File: src/rtl/scb_pkg.sv
// Package: shared widths, register select codes, status bit positions and
// the active-low flag bundle used by the serial channel buffer.
package scb_pkg;
    localparam int REG_W  = 32;
    localparam int BYTE_W = 8;
    localparam int THR_W  = 16;

    // Register select codes seen on reg_sel.
    typedef enum logic [1:0] {
        SEL_LEVELS = 2'd0,
        SEL_DATA   = 2'd1,
        SEL_CSR    = 2'd2,
        SEL_NONE   = 2'd3
    } reg_sel_e;

    // Status word bit positions.
    localparam int CSR_RX_OV_BIT = 16;
    localparam int CSR_TX_OV_BIT = 17;
    localparam int CSR_RX_UF_BIT = 18;
    localparam int CSR_RX_LSB    = 12;
    localparam int CSR_TX_LSB    = 8;

    // Four level flags of one FIFO, each 0 when its condition is true.
    typedef struct packed {
        logic full_n;
        logic afull_n;
        logic aempty_n;
        logic empty_n;
    } flags_n_t;
endpackage

File: src/rtl/scb_byte_fifo.sv
// Module: circular FIFO with an occupancy counter.
// A push is accepted while the FIFO is not full, or while a pop happens in
// the same cycle; otherwise the push is dropped and reported on 'dropped'.
// A pop of an empty FIFO does nothing. head shows the oldest entry and is
// meaningful only when not empty.
// Assumes DEPTH >= 1. Reset is synchronous, active low.
module scb_byte_fifo #(
    parameter int DEPTH = 16,
    parameter int WIDTH = 8,
    localparam int CNT_W = $clog2(DEPTH + 1)
) (
    input  logic             clk,
    input  logic             rst_n,
    input  logic             push,
    input  logic [WIDTH-1:0] push_data,
    input  logic             pop,
    output logic [WIDTH-1:0] head,
    output logic [CNT_W-1:0] count,
    output logic             full,
    output logic             empty,
    output logic             dropped
);
    localparam int PTR_W = (DEPTH > 1) ? $clog2(DEPTH) : 1;
    localparam logic [PTR_W-1:0] LAST_PTR = PTR_W'(DEPTH - 1);

    logic [WIDTH-1:0] mem [DEPTH];
    logic [PTR_W-1:0] wr_ptr;
    logic [PTR_W-1:0] rd_ptr;
    logic             push_ok;
    logic             pop_ok;

    function automatic logic [PTR_W-1:0] step(input logic [PTR_W-1:0] p);
        return (p == LAST_PTR) ? '0 : p + PTR_W'(1);
    endfunction

    // Occupancy flags and accept decisions.
    always_comb begin
        full    = (count == CNT_W'(DEPTH));
        empty   = (count == '0);
        pop_ok  = pop && !empty;
        push_ok = push && (!full || pop_ok);
        dropped = push && !push_ok;
        head    = mem[rd_ptr];
    end

    // Storage write; entries need no reset.
    always_ff @(posedge clk) begin
        if (push_ok) begin
            mem[wr_ptr] <= push_data;
        end
    end

    // Pointer and counter update.
    always_ff @(posedge clk) begin
        if (!rst_n) begin
            wr_ptr <= '0;
            rd_ptr <= '0;
            count  <= '0;
        end else begin
            if (push_ok) wr_ptr <= step(wr_ptr);
            if (pop_ok)  rd_ptr <= step(rd_ptr);
            case ({push_ok, pop_ok})
                2'b10:   count <= count + CNT_W'(1);
                2'b01:   count <= count - CNT_W'(1);
                default: count <= count;
            endcase
        end
    end


    count_bound_chk: assert property (@(posedge clk) disable iff (!rst_n)
        count <= CNT_W'(DEPTH));


    drop_keeps_chk: assert property (@(posedge clk) disable iff (!rst_n)
        dropped |=> count == $past(count));


    starve_keeps_chk: assert property (@(posedge clk) disable iff (!rst_n)
        (pop && empty && !push) |=> count == 0);
endmodule

File: src/rtl/scb_level_flags.sv
// Module: level flags and edge interrupts for one FIFO.
// Almost-full holds when count + afull_lvl >= DEPTH. The sum is one bit
// wider than the threshold, so a threshold above DEPTH does not wrap.
// Almost-empty holds when count <= aempty_lvl. The previous-state registers
// reset to 1, so reset release produces no pulse.
// Assumes DEPTH < 2**THR_W.
module scb_level_flags
    import scb_pkg::*;
#(
    parameter int DEPTH = 16,
    localparam int CNT_W = $clog2(DEPTH + 1)
) (
    input  logic             clk,
    input  logic             rst_n,
    input  logic [CNT_W-1:0] count,
    input  logic             full,
    input  logic             empty,
    input  logic [THR_W-1:0] afull_lvl,
    input  logic [THR_W-1:0] aempty_lvl,
    output flags_n_t         flags_n,
    output logic             irq_afull,
    output logic             irq_aempty
);
    logic [THR_W:0] af_sum;
    logic           afull_c;
    logic           aempty_c;
    logic           afull_q;
    logic           aempty_q;

    // Threshold comparisons and active-low flag bundle.
    always_comb begin
        af_sum           = {1'b0, afull_lvl} + (THR_W + 1)'(count);
        afull_c          = af_sum >= (THR_W + 1)'(DEPTH);
        aempty_c         = THR_W'(count) <= aempty_lvl;
        flags_n.full_n   = !full;
        flags_n.afull_n  = !afull_c;
        flags_n.aempty_n = !aempty_c;
        flags_n.empty_n  = !empty;
    end

    // Remember last cycle's conditions for edge detection.
    always_ff @(posedge clk) begin
        if (!rst_n) begin
            afull_q  <= 1'b1;
            aempty_q <= 1'b1;
        end else begin
            afull_q  <= afull_c;
            aempty_q <= aempty_c;
        end
    end

    // Rising-edge pulses.
    assign irq_afull  = afull_c && !afull_q;
    assign irq_aempty = aempty_c && !aempty_q;


    irq_af_pulse_chk: assert property (@(posedge clk) disable iff (!rst_n)
        irq_afull |=> !irq_afull);


    irq_ae_pulse_chk: assert property (@(posedge clk) disable iff (!rst_n)
        irq_aempty |=> !irq_aempty);


    full_implies_afull_chk: assert property (@(posedge clk) disable iff (!rst_n)
        full |-> !flags_n.afull_n);


    empty_implies_aempty_chk: assert property (@(posedge clk) disable iff (!rst_n)
        empty |-> !flags_n.aempty_n);
endmodule

File: src/rtl/scb_chan_regs.sv
// Module: register decode for one channel.
// Holds the two thresholds, the sticky overflow bits and the underflow bit.
// Turns data-register accesses into FIFO push and pop strobes, and registers
// the selected read word. reg_rdata changes only on a read and holds
// otherwise. In a cycle where a drop and a clearing write coincide, the set
// wins.
module scb_chan_regs
    import scb_pkg::*;
(
    input  logic              clk,
    input  logic              rst_n,
    input  logic [1:0]        reg_sel,
    input  logic              reg_wr,
    input  logic              reg_rd,
    input  logic [REG_W-1:0]  reg_wdata,
    output logic [REG_W-1:0]  reg_rdata,
    input  logic [BYTE_W-1:0] rx_head,
    input  logic              rx_empty,
    input  logic              rx_dropped,
    input  logic              tx_dropped,
    input  flags_n_t          rx_flags_n,
    input  flags_n_t          tx_flags_n,
    output logic [THR_W-1:0]  afull_lvl,
    output logic [THR_W-1:0]  aempty_lvl,
    output logic              tx_push,
    output logic [BYTE_W-1:0] tx_push_data,
    output logic              rx_pop
);
    reg_sel_e          sel;
    logic              wr_levels;
    logic              wr_csr;
    logic              clr_rx_ov;
    logic              clr_tx_ov;
    logic              csr_rx_ov;
    logic              csr_tx_ov;
    logic              csr_rx_uf;
    logic [REG_W-1:0]  csr_word;
    logic [REG_W-1:0]  rd_word;

    // Access decode.
    always_comb begin
        sel          = reg_sel_e'(reg_sel);
        wr_levels    = reg_wr && (sel == SEL_LEVELS);
        wr_csr       = reg_wr && (sel == SEL_CSR);
        tx_push      = reg_wr && (sel == SEL_DATA);
        rx_pop       = reg_rd && (sel == SEL_DATA);
        tx_push_data = reg_wdata[BYTE_W-1:0];
        clr_rx_ov    = wr_csr && reg_wdata[CSR_RX_OV_BIT];
        clr_tx_ov    = wr_csr && reg_wdata[CSR_TX_OV_BIT];
    end

    // Threshold register.
    always_ff @(posedge clk) begin
        if (!rst_n) begin
            afull_lvl  <= '0;
            aempty_lvl <= '0;
        end else if (wr_levels) begin
            afull_lvl  <= reg_wdata[REG_W-1:THR_W];
            aempty_lvl <= reg_wdata[THR_W-1:0];
        end
    end

    // Sticky overflow bits and the underflow bit.
    always_ff @(posedge clk) begin
        if (!rst_n) begin
            csr_rx_ov <= 1'b0;
            csr_tx_ov <= 1'b0;
            csr_rx_uf <= 1'b0;
        end else begin
            csr_rx_ov <= rx_dropped || (csr_rx_ov && !clr_rx_ov);
            csr_tx_ov <= tx_dropped || (csr_tx_ov && !clr_tx_ov);
            if (rx_pop) csr_rx_uf <= rx_empty;
        end
    end

    // Status word assembly.
    always_comb begin
        csr_word                                 = '0;
        csr_word[CSR_RX_UF_BIT]                  = csr_rx_uf;
        csr_word[CSR_TX_OV_BIT]                  = csr_tx_ov;
        csr_word[CSR_RX_OV_BIT]                  = csr_rx_ov;
        csr_word[CSR_RX_LSB +: 4]                = rx_flags_n;
        csr_word[CSR_TX_LSB +: 4]                = tx_flags_n;
    end

    // Read multiplexer.
    always_comb begin
        case (sel)
            SEL_LEVELS: rd_word = {afull_lvl, aempty_lvl};
            SEL_DATA:   rd_word = rx_empty ? '0 : REG_W'(rx_head);
            SEL_CSR:    rd_word = csr_word;
            default:    rd_word = '0;
        endcase
    end

    // Registered read data.
    always_ff @(posedge clk) begin
        if (!rst_n) begin
            reg_rdata <= '0;
        end else if (reg_rd) begin
            reg_rdata <= rd_word;
        end
    end


    rx_drop_sets_chk: assert property (@(posedge clk) disable iff (!rst_n)
        rx_dropped |=> csr_rx_ov);


    rx_ov_hold_chk: assert property (@(posedge clk) disable iff (!rst_n)
        (csr_rx_ov && !clr_rx_ov) |=> csr_rx_ov);


    tx_drop_sets_chk: assert property (@(posedge clk) disable iff (!rst_n)
        tx_dropped |=> csr_tx_ov);


    tx_ov_hold_chk: assert property (@(posedge clk) disable iff (!rst_n)
        (csr_tx_ov && !clr_tx_ov) |=> csr_tx_ov);


    uf_set_chk: assert property (@(posedge clk) disable iff (!rst_n)
        (rx_pop && rx_empty) |=> (csr_rx_uf && reg_rdata == '0));


    data_upper_zero_chk: assert property (@(posedge clk) disable iff (!rst_n)
        rx_pop |=> reg_rdata[REG_W-1:BYTE_W] == '0);
endmodule

File: src/rtl/serial_chan_buf.sv
// Module: top of the serial channel buffer.
// Joins the register decode, the two byte FIFOs and the two level-flag
// units. The transmit FIFO is filled from the register side and drained by
// the line side; the receive FIFO works the other way round.
// Assumes 1 <= DEPTH < 65536.
module serial_chan_buf
    import scb_pkg::*;
#(
    parameter int DEPTH = 16
) (
    input  logic        clk,
    input  logic        rst_n,
    input  logic [1:0]  reg_sel,
    input  logic        reg_wr,
    input  logic        reg_rd,
    input  logic [31:0] reg_wdata,
    output logic [31:0] reg_rdata,
    output logic        tx_valid,
    output logic [7:0]  tx_data,
    input  logic        tx_pop,
    input  logic        rx_push,
    input  logic [7:0]  rx_data,
    output logic        irq_rx_afull,
    output logic        irq_rx_aempty,
    output logic        irq_tx_afull,
    output logic        irq_tx_aempty
);
    localparam int CNT_W = $clog2(DEPTH + 1);

    logic [THR_W-1:0]  afull_lvl;
    logic [THR_W-1:0]  aempty_lvl;
    logic              tx_push;
    logic [BYTE_W-1:0] tx_push_data;
    logic              rx_pop;
    logic [BYTE_W-1:0] rx_head;
    logic [BYTE_W-1:0] tx_head;
    logic [CNT_W-1:0]  rx_count;
    logic [CNT_W-1:0]  tx_count;
    logic              rx_full;
    logic              rx_empty;
    logic              tx_full;
    logic              tx_empty;
    logic              rx_dropped;
    logic              tx_dropped;
    flags_n_t          rx_flags_n;
    flags_n_t          tx_flags_n;

    scb_chan_regs u_regs (
        .clk          (clk),
        .rst_n        (rst_n),
        .reg_sel      (reg_sel),
        .reg_wr       (reg_wr),
        .reg_rd       (reg_rd),
        .reg_wdata    (reg_wdata),
        .reg_rdata    (reg_rdata),
        .rx_head      (rx_head),
        .rx_empty     (rx_empty),
        .rx_dropped   (rx_dropped),
        .tx_dropped   (tx_dropped),
        .rx_flags_n   (rx_flags_n),
        .tx_flags_n   (tx_flags_n),
        .afull_lvl    (afull_lvl),
        .aempty_lvl   (aempty_lvl),
        .tx_push      (tx_push),
        .tx_push_data (tx_push_data),
        .rx_pop       (rx_pop)
    );

    scb_byte_fifo #(.DEPTH(DEPTH), .WIDTH(BYTE_W)) u_tx_fifo (
        .clk       (clk),
        .rst_n     (rst_n),
        .push      (tx_push),
        .push_data (tx_push_data),
        .pop       (tx_pop),
        .head      (tx_head),
        .count     (tx_count),
        .full      (tx_full),
        .empty     (tx_empty),
        .dropped   (tx_dropped)
    );

    scb_byte_fifo #(.DEPTH(DEPTH), .WIDTH(BYTE_W)) u_rx_fifo (
        .clk       (clk),
        .rst_n     (rst_n),
        .push      (rx_push),
        .push_data (rx_data),
        .pop       (rx_pop),
        .head      (rx_head),
        .count     (rx_count),
        .full      (rx_full),
        .empty     (rx_empty),
        .dropped   (rx_dropped)
    );

    scb_level_flags #(.DEPTH(DEPTH)) u_tx_flags (
        .clk        (clk),
        .rst_n      (rst_n),
        .count      (tx_count),
        .full       (tx_full),
        .empty      (tx_empty),
        .afull_lvl  (afull_lvl),
        .aempty_lvl (aempty_lvl),
        .flags_n    (tx_flags_n),
        .irq_afull  (irq_tx_afull),
        .irq_aempty (irq_tx_aempty)
    );

    scb_level_flags #(.DEPTH(DEPTH)) u_rx_flags (
        .clk        (clk),
        .rst_n      (rst_n),
        .count      (rx_count),
        .full       (rx_full),
        .empty      (rx_empty),
        .afull_lvl  (afull_lvl),
        .aempty_lvl (aempty_lvl),
        .flags_n    (rx_flags_n),
        .irq_afull  (irq_rx_afull),
        .irq_aempty (irq_rx_aempty)
    );

    // Line-side view of the transmit FIFO.
    assign tx_valid = !tx_empty;
    assign tx_data  = tx_head;


    tx_valid_chk: assert property (@(posedge clk) disable iff (!rst_n)
        (tx_push && !tx_pop && !tx_full) |=> tx_valid);
endmodule

File: config.mk
export PLATFORM = sky130hd
export DESIGN_NAME = serial_chan_buf
export DESIGN_NICKNAME = d
export VERILOG_FILES = /design/src/rtl/scb_pkg.sv /design/src/rtl/scb_byte_fifo.sv /design/src/rtl/scb_level_flags.sv /design/src/rtl/scb_chan_regs.sv /design/src/rtl/serial_chan_buf.sv
export SDC_FILE = /design/constraint.sdc
export NUM_CORES = 1
export LEC_CHECK = 0
export CAP_MARGIN = 20
export CORE_ASPECT_RATIO = 0.9
export CORE_MARGIN = 2
export CORE_UTILIZATION = 50
export DETAILED_ROUTE_END_ITERATION = 16
export PLACE_DENSITY_LB_ADDON = 0.1
export SYNTH_ARGS = -nofsm -noshare
export SYNTH_HDL_FRONTEND = slang
export SYNTH_SLANG_ARGS = --single-unit
File: constraint.sdc
create_clock -name clk -period 3.89 [get_ports clk]
set_input_delay 0.778 -clock clk [delete_from_list [all_inputs] [get_ports clk]]
set_output_delay 0.778 -clock clk [all_outputs]
set_load 0.02 [all_outputs]
# After elaboration in Yosys (flattened, before gate mapping)
# Memory sizes are Yosys's and may differ from the RTL's. A register that Yosys moved wholly into a read port is not among the register bits.
# Cells that the tools add are included.
[word_totals]
regBits = 97
ram_bits = 256
elab_cells = 103
mem_count = 2
[mem_list]
columns = ["memory", "words", "word_bits", "read_ports", "rd_clocked_by_memory_dff", "wr", "line", "source"]
rows = [
  ["u_rx_fifo.mem", 16, 8, 1, 1, 1, "scb_byte_fifo.sv:26", "logic [WIDTH-1:0] mem [DEPTH];"],
  ["u_tx_fifo.mem", 16, 8, 1, 1, 1, "scb_byte_fifo.sv:26", ""],
]
[classes]
n_addsub = 10
magnitude_cmp = 4
n_eq_ne = 12
n_mux = 16
reduce_logical = 43
[ops]
columns = ["cell", "n"]
rows = [
  ["32-bit one-hot mux with 3 select lines", 1],
  ["16-bit by 5-bit adder with 17-bit output", 2],
  ["17-bit by 5-bit greater-or-equal comparator with 1-bit output, second input constant", 2],
  ["5-bit by 16-bit <= comparator with 1-bit output", 2],
  ["4-bit 2-to-1 mux", 8],
  ["5-bit one-hot mux with 2 select lines", 2],
  ["1-bit logical AND", 18],
  ["4-bit by 1-bit adder with 4-bit output, second input constant", 4],
  ["4-bit == test, second input constant", 4],
  ["1-bit logical NOT", 16],
  ["5-bit by 1-bit adder with 5-bit output, second input constant", 2],
  ["5-bit == test, second input constant", 2],
  ["5-bit logical NOT", 2],
  ["5-bit by 1-bit subtractor with 5-bit output, second input constant", 2],
  ["8-bit 2-to-1 mux", 1],
  ["2-bit by 1-bit == test with 1-bit output, second input constant", 3],
  ["2-bit == test, second input constant", 3],
  ["1-bit logical OR", 4],
  ["1-bit 2-to-1 mux", 4],
  ["2-bit nonzero test", 2],
  ["2-bit logical NOT", 1],
]

# Logic depth before layout (Yosys ltp)
# Gate-level depths: netlist of run 1.
[logic_depth]
word_depth = 8
ltp_mapped = 12
ltp_nobuf = 11

# Modules after synthesis
# Synthesis of run 1 repeated with hierarchy kept, for this count alone.
[hier_totals]
hier_cells = 1162
area_unflattened_um2 = 16024.1
[modules_own_cells]
columns = ["module", "n_inst", "cells_per_inst", "area_per_inst_um2", "seq_area_each_um2"]
rows = [
  ["scb_byte_fifo (u_tx_fifo)", 1, 335, 5901.9, 4184.0],
  ["scb_byte_fifo (u_rx_fifo)", 1, 330, 5845.6, 4184.0],
  ["scb_chan_regs", 1, 296, 2768.9, 1341.3],
  ["scb_level_flags", 2, 100, 752.0, 40.0],
  ["serial_chan_buf", 1, 1, 3.8, 0.0],
]

# Least setup slack after synthesis of run 1
# OpenSTA, ideal clock, no wires.
[synth_path]
kind = "input to register"
start = "input port reg_sel[0]"
end = "register u_tx_fifo.count[4]"
arrival_time_ns = 2.801
required_ns = 3.770
path_slack_ns = 0.970
cell_stages = 12
cell_sequence = "buf_2 -> nand2b_1 -> nor2_2 -> nor2_2 -> inv_1 -> fa_1 -> nor2b_1 -> o21a_1 -> o21ai_0 -> or2_2 -> a31o_2 -> o31a_1"
[synth_between]
elab_chain_cells = 5
elab_cells_between_ends = 7
[synth_rtl]
columns = ["item", "line", "source"]
rows = [
  ["start, declared", "serial_chan_buf.sv:13", "input logic [1:0] reg_sel,"],
  ["2-bit by 1-bit == test with 1-bit output (*)", "scb_chan_regs.sv:45", "tx_push = reg_wr && (sel == SEL_DATA);"],
  ["1-bit logical AND (*)", "scb_chan_regs.sv:45", ""],
  ["1-bit logical AND (*)", "scb_byte_fifo.sv:41", "push_ok = push && (!full || pop_ok);"],
  ["2-bit by 1-bit == test with 1-bit output or 2-bit == test (tied branches)", "scb_byte_fifo.sv:62", "case ({push_ok, pop_ok})"],
  ["5-bit one-hot mux with 2 select lines or 2-bit nonzero test (tied branches)", "n/a", ""],
  ["end signal, assigned", "scb_byte_fifo.sv:63", "2'b10: count <= count + CNT_W'(1);"],
  ["end signal, assigned", "scb_byte_fifo.sv:64", "2'b01: count <= count - CNT_W'(1);"],
  ["end signal, assigned", "scb_byte_fifo.sv:65", "default: count <= count;"],
  ["end, declared", "scb_byte_fifo.sv:18", "output logic [CNT_W-1:0] count,"],
]
# Every way passes the cells marked *; elsewhere a longest branch is shown, timed or not.
# A chain may end at the register's enable or synchronous reset.

# Worst setup path in the final report of run 1
[layout_path]
start = "register u_rx_fifo.count[3]"
end = "output port irq_rx_afull"
[layout_between]
elab_chain_cells = 3
[layout_rtl]
columns = ["item", "line", "source"]
rows = [
  ["start, declared", "scb_byte_fifo.sv:18", ""],
  ["start signal, assigned", "scb_byte_fifo.sv:63", ""],
  ["start signal, assigned", "scb_byte_fifo.sv:64", ""],
  ["start signal, assigned", "scb_byte_fifo.sv:65", ""],
  ["16-bit by 5-bit adder with 17-bit output", "scb_level_flags.sv:32", "af_sum = {1'b0, afull_lvl} + (THR_W + 1)'(count);"],
  ["17-bit by 5-bit greater-or-equal comparator with 1-bit output", "scb_level_flags.sv:33", "afull_c = af_sum >= (THR_W + 1)'(DEPTH);"],
  ["1-bit logical AND", "scb_level_flags.sv:53", "assign irq_afull = afull_c && !afull_q;"],
  ["end, declared", "serial_chan_buf.sv:23", "output logic irq_rx_afull,"],
]
# Every way passes these cells.

==> results of run 1 <==
## power by group
group          leakage, nW  total (W)  switching (W)  internal, W
Clock                0.654    0.00378        0.00146      0.00232
Combinational         2.37    0.00162       0.000787     0.000836
Sequential            3.16    0.00437       0.000153      0.00421
Total                 6.19    0.00978        0.00240      0.00737
## worst max-delay path by stage
stage	cells after the start	slack [ns]	end	startpoint
after floorplan	12	0.97	u_tx_fifo.count[4]$_SDFFE_PN0P_	reg_sel[0]
after global placement	8	0.34	irq_tx_afull	u_tx_fifo.count[1]$_SDFFE_PN0P_
after detailed placement	8	0.21	irq_rx_afull	u_regs.afull_lvl[1]$_SDFFE_PN0P_
after CTS	9	0.1	irq_rx_afull	u_rx_fifo.count[0]$_SDFFE_PN0P_
after global routing	9	0.002	irq_rx_afull	u_rx_fifo.count[0]$_SDFFE_PN0P_
final	8	0.13	irq_rx_afull	u_rx_fifo.count[3]$_SDFFE_PN0P_
## timing repair
action / CTS / global route
pin swaps: 3 / 3
setup endpoints to repair: 2 / 2
gates resized for setup: 11 / 2
gates cloned: 0 / 0
buffers inserted: 1 / 1
## cell type report
type,count,area share
clock buffer,50,0.05755
timing repair buffer,148,0.07560
multi-input combinational,649,0.2870
tap,403,0.02745
clock inverter,20,0.01458
sequential,361,0.5332
inverter,23,0.004700
## critical path, delay by kind of cell, from the launching register on
| kind | cells | cell delay, ns |
|---|---|---|
| fa+ha+maj | 1 | 0.35 |
| flops | 1 | 0.38 |
| compound gates | 4 | 0.67 |
| buf+inv | 1 | 0.33 |
| simple gates | 2 | 0.73 |
## cell usage after synthesis, drive strengths merged, types with 3 or more instances
cell type / count / area share
a211oi: 8 / 0.0042
a21o: 10 / 0.0049
a21oi: 83 / 0.028
a22oi: 5 / 0.0024
a311oi: 4 / 0.0023
a31o: 5 / 0.0028
a31oi: 15 / 0.0061
and3: 13 / 0.0053
buf: 26 / 0.0093
clkbuf: 40 / 0.0098
dfxtp: 105 / 0.14
edfxtp: 256 / 0.50
fa: 4 / 0.0052
ha: 36 / 0.029
inv: 23 / 0.0056
mux2: 8 / 0.0059
mux2i: 22 / 0.014
mux4: 72 / 0.11
nand2: 114 / 0.028
nand2b: 11 / 0.0045
nand3: 12 / 0.0039
nand4: 6 / 0.0024
nor2: 92 / 0.023
nor2b: 16 / 0.0065
nor3: 17 / 0.0055
nor4: 6 / 0.0028
o211ai: 9 / 0.0044
o21a: 9 / 0.0044
o21ai: 17 / 0.0065
o31ai: 4 / 0.0023
or3: 3 / 0.0015
xnor2: 9 / 0.0051
xor2: 4 / 0.0023
## per-stage QoR
stage	hold WS, ns	instance area, sq um
after floorplan	0.4360	15390
after global placement	0.4517	16990
after detailed placement	0.4512	16990
after CTS	0.4600	18360
after global routing	0.4904	18370
final	0.4592	18370
## cells by family after synthesis
kind of cell,after synthesis
XOR/XNOR,13
multiplexers,102
AND/OR/NAND/NOR,309
AO/OA/AOI/OAI,185
adder cells (fa/ha/maj),40
buffers and inverters,89
flip-flops,361
## registers in the layout, summed over array words and instances (netlist names), 4 cells and up, named ones only
register	flops
u_tx_fifo.wr_ptr	4
u_regs.aempty_lvl	16
u_rx_fifo.mem	128
u_tx_fifo.mem	128
u_rx_fifo.rd_ptr	4
u_rx_fifo.wr_ptr	4
u_tx_fifo.count	5
u_regs.reg_rdata	32
u_rx_fifo.count	5
u_tx_fifo.rd_ptr	4
u_regs.afull_lvl	16
## per-layer routing
metal | vias to the layer above | part of all wire | GRT usage
met4 | 0 | 0.020 | 0.05401
met5 | - | 0 | 0
met2 | 277 | 0.47 | 0.3375
li1 | 4420 | - | -
met1 | 4639 | 0.46 | 0.3042
met3 | 53 | 0.054 | 0.03093
==> impl_metrics.toml, run 1 <==
[route]
drt-initial-drc-count = 796
routedWlPerCell_um = 20.27
first_pass_iters = 5
via_per_inst = 5.677
drc = 0
wl_mm = 33.53
vias = 9389
postRouteAntennaNets = 0

[yosys]
yosysWarningCount = 0
yosysSeqAreaShare = 0.6359
syn_nets = 1187
synth_top_family_by_area = "multiplexers"
synth_edf_count = 256
syn_area_per_cell_sq_um = 14.01
synthMuxAreaShare = 0.1255
synth_simple_gate_area_frac = 0.09494
netlist_area_sq_um = 15390
ys.flop_type = "edfxtp_1"
async_reset_ff_frac = 0
synth_seq_cells = 361
netlist_instances = 1099
synth-xor-area-share = 0.007397
ys_types = 72
synth_fa_ha_area_frac = 0.03446
synth_compound_area_frac = 0.07697

[clocking]
path_clk_slew_ns = 0.07
clock-root-buffer = "clkbuf_16"
clockBufferDepth = 3
clkLatencyLatePin_ns = 0.52
cts_tree = "done"
h-tree-depth = 2
postCtsHoldBufs = 0
clock-sinks = 361
cts_made_buffers = 38

[setup_path]
cp_common_cell = "a21oi_1"
end_kind = "output pin"
cp-start-kind = "flop"
required_ns = 3.11
worstPathArrival_ns = 2.98
r2r_cells = 11
cp_slowest_stage_delay_ns = 0.48
slowest_stage = "or4bb_1"
crit-reg2reg-launch = "u_tx_fifo.count[2]$_SDFFE_PN0P_"
reg2reg_slack_ns = 0.87
reg2reg_to = "u_tx_fifo.count[4]$_SDFFE_PN0P_"
path_cells = "ha_1, o21ai_0, nor2_1, o31ai_1, or4bb_1, a21oi_1, a21oi_1, dlygate4sd2_1"
path_max_fanout = 6
critPathKind = "reg -> out"

[die]
die_width_um = 189.0
dieHeight_um = 170.5
core-area_sq_um = 30100
die_area_sq_um = 32210
pin_count = 93
initial_core_util = 0.5113
rows = 60

[finish]
drive_gt1_frac = 0.1815
fill_cells = 2282
seq_area_sq_um = 9794
layout_commonest_cell = "edfxtp_1"
multi_input_area_sq_um = 5271
most-common-layout-cells = "edfxtp_1, nand2_1, dfxtp_1"
fin_nets = 1309
final_core_util = 0.6102
area.growth.synth_to_final_pct = 19.34
antenna_cells = 0
final_cell_count_no_fill = 1654

[power_and_ir_drop]
power_density_nw_per_um2 = 532.1
ir_worst_vdd_uv = 365.7
p_leak_nw = 6.186
p_total_w = 0.009775

[global_route]
grt_max_degree = 78
antenna_found_initial = 0
grtUsageTotal = 0.2106
grt_pass1_vias = 9178
grt_pass1_wl_mm = 52.47
grt-ovfl-total = 0

[sta]
relSlewSlack = 0.2769
hold_violations = 0
fmax_ghz = 0.2659
setup_viol = 0
period_needed_ns = 3.761
clock-skew-final_ns = 0.01433
finalCritPeriodShare = 0.9668
finalWorstSetupSlack_ns = 0.1292
grt_setup_unrepaired = "false"
tightest_slew_ns = 1.083
setup_tns_ns = 0
finalMaxSlewViolations = 0

[min_path]
holdPathStages = 2
holdPathEnd = "u_regs.csr_rx_uf$_SDFFE_PN0P_"
hold_class = "reg -> reg"
min_from = "u_regs.csr_rx_uf$_SDFFE_PN0P_"

[status]
status = "finished clean"

[placement]
port-buffer-count = 92
gp_congestion = 0.8727
dp_hpwl_mm = 22.56
pre_cts_ws_ns = 0.2087
dp_cells = 1582

[flow_run]
max_cap_viol_count = 0
(Power assumes the default switching activity.)
==> inputs of run 2 (changes only) <==
CORE_MARGIN = not set   (was 2)
==> run 2 against run 1 <==
Effect of this change: power shrank 3.3%; largest cell class unchanged; worst hold slack lost 0.0024 ns; non-clock buffer count grew 1; sequential cell count is the same; critical endpoint is now irq_tx_afull.
==> impl_metrics.toml, run 2 (same netlist as run 1, synthesis figures left out) <==
[status]
status = "finished clean"

[clocking]
clockBufferDepth = 3
clock-root-buffer = "clkbuf_16"
h-tree-depth = 2
cts_tree = "done"
cts_made_buffers = 38
clock-sinks = 361
clkLatencyLatePin_ns = 0.52
path_clk_slew_ns = 0.06

[finish]
layout_commonest_cell = "edfxtp_1"
fill_cells = 2325
fin_nets = 1310
largest_registers = "u_rx_fifo.mem (128), u_tx_fifo.mem (128), u_regs.reg_rdata (32)"
drive_gt1_frac = 0.1767
most-common-layout-cells = "edfxtp_1, nand2_1, dfxtp_1"
antenna_cells = 0
seq_area_sq_um = 9794
multi_input_area_sq_um = 5285
area.growth.synth_to_final_pct = 18.53

[route]
routedWlPerCell_um = 20.13
postRouteAntennaNets = 0
wl_mm = 33.29
vias = 9305
first_pass_iters = 6
via_per_inst = 5.626
drt-initial-drc-count = 687
drc = 0

[setup_path]
required_ns = 3.11
path_cells = "ha_1, nor2_1, o31ai_4, nor3b_2, o32ai_1, nor4b_2, nor2_1, dlygate4sd2_1"
cp_slowest_stage_delay_ns = 0.53
cp-start-kind = "flop"
cp_common_cell = "nor2_1"
reg2reg_slack_ns = 0.87
path_max_fanout = 7
critPathKind = "reg -> out"
end_kind = "output pin"
slowest_stage = "dfxtp_1"
worstPathArrival_ns = 2.96

[sta]
tightest_slew_ns = 1.063
period_needed_ns = 3.739
grt_setup_unrepaired = "false"
finalMaxSlewViolations = 0
hold_ws_ns = 0.4568
setup_viol = 0
clock-skew-final_ns = 0.01022
finalCritPeriodShare = 0.9611
relSlewSlack = 0.2902
fmax_ghz = 0.2675
setup_tns_ns = 0
hold_violations = 0

[power_and_ir_drop]
power_density_nw_per_um2 = 517.8
switching_share = 0.2483
power_frac_comb = 0.168
clock_power_share = 0.370
p_leak_nw = 6.099
seq_power_share = 0.462
p_int_w = 0.007103
ir_worst_vdd_uv = 328.5
p_sw_w = 0.002346

[die]
die_width_um = 187.0
rows = 60
die_area_sq_um = 31490
core-area_sq_um = 30100
dieHeight_um = 168.5
pin_count = 93
initial_core_util = 0.5113

[placement]
port-buffer-count = 92
dp_hpwl_mm = 22.58
gp_congestion = 0.8466

[global_route]
grt_pass1_vias = 9230
grt_max_degree = 78
grt_pass1_wl_mm = 53.05
antenna_found_initial = 0
grt-ovfl-total = 0
grtUsageTotal = 0.2170

[min_path]
hold_class = "reg -> reg"

[flow_run]
max_cap_viol_count = 0
==> run 2: cell count changes in the layout (fill, tap and decap cells not counted), sizes merged <==
cell	delta
clkinvlp	+1
buf	+1
bufinv	-2
clkbuf	-1
clkinv	-1
inv	+2
==> run 2: layout make-up <==
class,count,share of cell area
clock buffer,49,0.05438
clock inverter,20,0.01166
inverter,23,0.004732
multi-input combinational,649,0.2897
sequential,361,0.5368
tap,403,0.02764
timing repair buffer,149,0.07516
==> run 2: worst paths after layout <==
check	cells after the start	end	from
worst max-delay path	8	irq_tx_afull	u_tx_fifo.count[2]$_SDFFE_PN0P_
worst min-delay path	2	u_regs.csr_rx_uf$_SDFFE_PN0P_	u_regs.csr_rx_uf$_SDFFE_PN0P_
worst max register to register	11	u_tx_fifo.count[4]$_SDFFE_PN0P_	u_tx_fifo.count[2]$_SDFFE_PN0P_
worst min register to register	2	u_regs.csr_rx_uf$_SDFFE_PN0P_	u_regs.csr_rx_uf$_SDFFE_PN0P_
==> run 2: routing by layer <==
layer,global-route usage,wire (um)
met1,0.3195,15750
met2,0.3417,15420
met3,0.03006,1509
met4,0.05702,608
met5,0,0
==> run 2: through the flow <==
| step | cell area, sq um | worst slack, ns | utilization | total power [W] | std cells |
|---|---|---|---|---|---|
| 2_1_floorplan | 15390 | 0.9696 | - | 0.005466 | 1099 |
| 3_3_place_gp | 16960 | 0.3470 | 0.5634 | 0.005999 | 1582 |
| 3_5_place_dp | 16960 | 0.2863 | 0.5634 | 0.006020 | 1582 |
| 4_1_cts | 18210 | 0.09187 | 0.6047 | 0.009536 | 1652 |
| 5_1_grt | 18250 | 0.002825 | 0.6061 | 0.009849 | 1654 |
| 6_report | 18250 | 0.1515 | 0.6061 | 0.009448 | 1654 |
==> run 2: worst max-delay path, delay by kind of cell (launching register included) <==
kind	cells	cell delay, ns
compound gates	2	0.53
flops	1	0.53
buf+inv	1	0.32
fa+ha+maj	1	0.30
simple gates	4	0.75
==> run 2: power groups by stage <==
stage / combinational, W / sequential, W / clock [W]
3_5_place_dp: 0.00158 / 0.00444 / 0
2_1_floorplan: 0.00109 / 0.00438 / 0
3_3_place_gp: 0.00156 / 0.00444 / 0
6_report: 0.00159 / 0.00436 / 0.00350
5_1_grt: 0.00174 / 0.00438 / 0.00373
4_1_cts: 0.00160 / 0.00436 / 0.00358
==> run 2: what timing repair did <==
item                       in CTS  in global routing
hold buffers                    0                  0
gates resized for setup         9                  8
setup endpoints to repair       2                  2
pin swaps                       3                  4
setup buffers                   1                  2
==> inputs of run 3 (changes only) <==
CTS_CLUSTER_DIAMETER = 30   (was not set)
==> run 3 against run 2 <==
Effect of this change: worst hold slack lost 0.0027 ns; critical path depth grew 1; sequential power is essentially flat; sequential share of layout area shrank 3.7 points; critical path type unchanged.
==> impl_metrics.toml, run 3 (same netlist as run 1, synthesis figures left out) <==
[clocking]
clock-sinks = 361
clockBufferDepth = 3
cts_made_buffers = 71
path_clk_slew_ns = 0.04
clock-root-buffer = "clkbuf_16"
cts_tree = "done"
h-tree-depth = 3
clkLatencyLatePin_ns = 0.57

[die]
die_area_sq_um = 31490
core-area_sq_um = 30100
pin_count = 93
dieHeight_um = 168.5
die_width_um = 187.0
initial_core_util = 0.5113
rows = 60

[sta]
finalCritPeriodShare = 0.9659
period_needed_ns = 3.757
hold_violations = 0
setup_viol = 0
finalWorstSetupSlack_ns = 0.1325
hold_ws_ns = 0.4541
relSlewSlack = 0.3139
fmax_ghz = 0.2661
finalMaxSlewViolations = 0
clock-skew-final_ns = 0.01596
tightest_slew_ns = 1.028

[global_route]
grt_max_degree = 78
antenna_found_initial = 0
grt-ovfl-total = 0
grtUsageTotal = 0.2276
grt_pass1_vias = 9638
grt_pass1_wl_mm = 55.10

[route]
wl_mm = 34.79
routedWlPerCell_um = 20.25
vias = 9554
drt-initial-drc-count = 660
drc = 0
via_per_inst = 5.561
postRouteAntennaNets = 0
first_pass_iters = 6

[flow_run]
max_cap_viol_count = 0

[finish]
largest_registers = "u_rx_fifo.mem (128), u_tx_fifo.mem (128), u_regs.reg_rdata (32)"
most-common-layout-cells = "edfxtp_1, nand2_1, dfxtp_1"
area.growth.synth_to_final_pct = 27.29
fin_nets = 1344
drive_gt1_frac = 0.2243
layout_commonest_cell = "edfxtp_1"
antenna_cells = 0
finalInstanceArea_sq_um = 19590

[placement]
port-buffer-count = 92
pre_cts_ws_ns = 0.2863
dp_hpwl_mm = 22.58
gp_congestion = 0.8466
dpl-instance-area_sq_um = 16960

[setup_path]
path_max_fanout = 6
slowest_stage = "fa_1"
reg2reg_slack_ns = 0.87
reg2reg_to = "u_tx_fifo.count[4]$_SDFFE_PN0P_"
r2r_cells = 11
critPathKind = "reg -> out"
path_cells = "ha_1, fa_1, a21oi_2, nand2b_1, a2bb2oi_1, o2111ai_1, nor4_4, a21oi_1, dlygate4sd2_1"
cp_slowest_stage_delay_ns = 0.39
worstPathArrival_ns = 2.98
required_ns = 3.11
end_kind = "output pin"
cp-start-kind = "flop"
crit-reg2reg-launch = "u_tx_fifo.count[0]$_SDFFE_PN0P_"

[min_path]
holdPathStages = 2
holdPathEnd = "u_regs.csr_rx_uf$_SDFFE_PN0P_"
min_from = "u_regs.csr_rx_uf$_SDFFE_PN0P_"
hold_class = "reg -> reg"

[power_and_ir_drop]
ir_worst_vdd_uv = 546.1
power_density_nw_per_um2 = 628.6
p_leak_nw = 6.729

[status]
status = "finished clean"
-- run 3: what timing repair did --
action / in CTS / in global routing
hold buffers: 0 / 0
buffers inserted: 1 / 3
pin swaps: 3 / 4
gates resized for setup: 9 / 10
endpoints found under the setup margin: 2 / 8
cloned: 0 / 0
hold endpoints to repair: 0 / 0
-- run 3: area by class of cell --
cell class / count / area (sq um)
Inverter: 23 / 86.33
Clock inverter: 50 / 650.6
Sequential cell: 361 / 9797
Tap cell: 403 / 504.2
Multi-Input combinational cell: 649 / 5285
Clock buffer: 82 / 1891
Fill cell: 2208 / 10510
Timing Repair Buffer: 150 / 1380
-- run 3: report_power, final --
group	internal, W	switching [W]
Sequential	0.00423	0.000148
Combinational	0.000820	0.000792
Clock	0.00427	0.00206
-- run 3: critical path, delay by kind of cell, from the launching register on --
kind,cells,cell delay [ns]
buf+inv,1,0.33
compound gates,4,0.62
flops,1,0.36
fa+ha+maj,2,0.62
simple gates,2,0.48
-- run 3: worst max-delay path by stage --
stage	start	endpoint	slack (ns)	cells past startpoint
2_1_floorplan	reg_sel[0]	u_tx_fifo.count[4]$_SDFFE_PN0P_	0.97	12
3_3_place_gp	u_rx_fifo.count[1]$_SDFFE_PN0P_	irq_rx_afull	0.35	8
3_5_place_dp	u_rx_fifo.count[0]$_SDFFE_PN0P_	irq_rx_afull	0.29	9
4_1_cts	flop	tx_data[6]	0.04	4
5_1_grt	u_tx_fifo.count[0]$_SDFFE_PN0P_	irq_tx_afull	-0.002	9
6_report	u_rx_fifo.count[0]$_SDFFE_PN0P_	irq_rx_afull	0.13	9
-- run 3: per-stage QoR --
stage | utilization | setup TNS [ns] | instances | total power (W)
final | 0.6509 | 0 | 1718 | 0.01232
after global routing | 0.6509 | -0.002345 | 1718 | 0.01275
after CTS | 0.6491 | 0 | 1715 | 0.01241
after detailed placement | 0.5634 | 0 | 1582 | 0.006020
after global placement | 0.5634 | 0 | 1582 | 0.005999
after floorplan | - | 0 | 1099 | 0.005466
-- run 3: layer usage --
| metal | vias up | part of all wire | track usage |
|---|---|---|---|
| li1 | 4506 | - | - |
| met1 | 4739 | 0.46 | 0.3206 |
| met2 | 256 | 0.47 | 0.3606 |
| met3 | 53 | 0.043 | 0.03877 |
| met4 | 0 | 0.022 | 0.07876 |
| met5 | - | 0 | 0 |
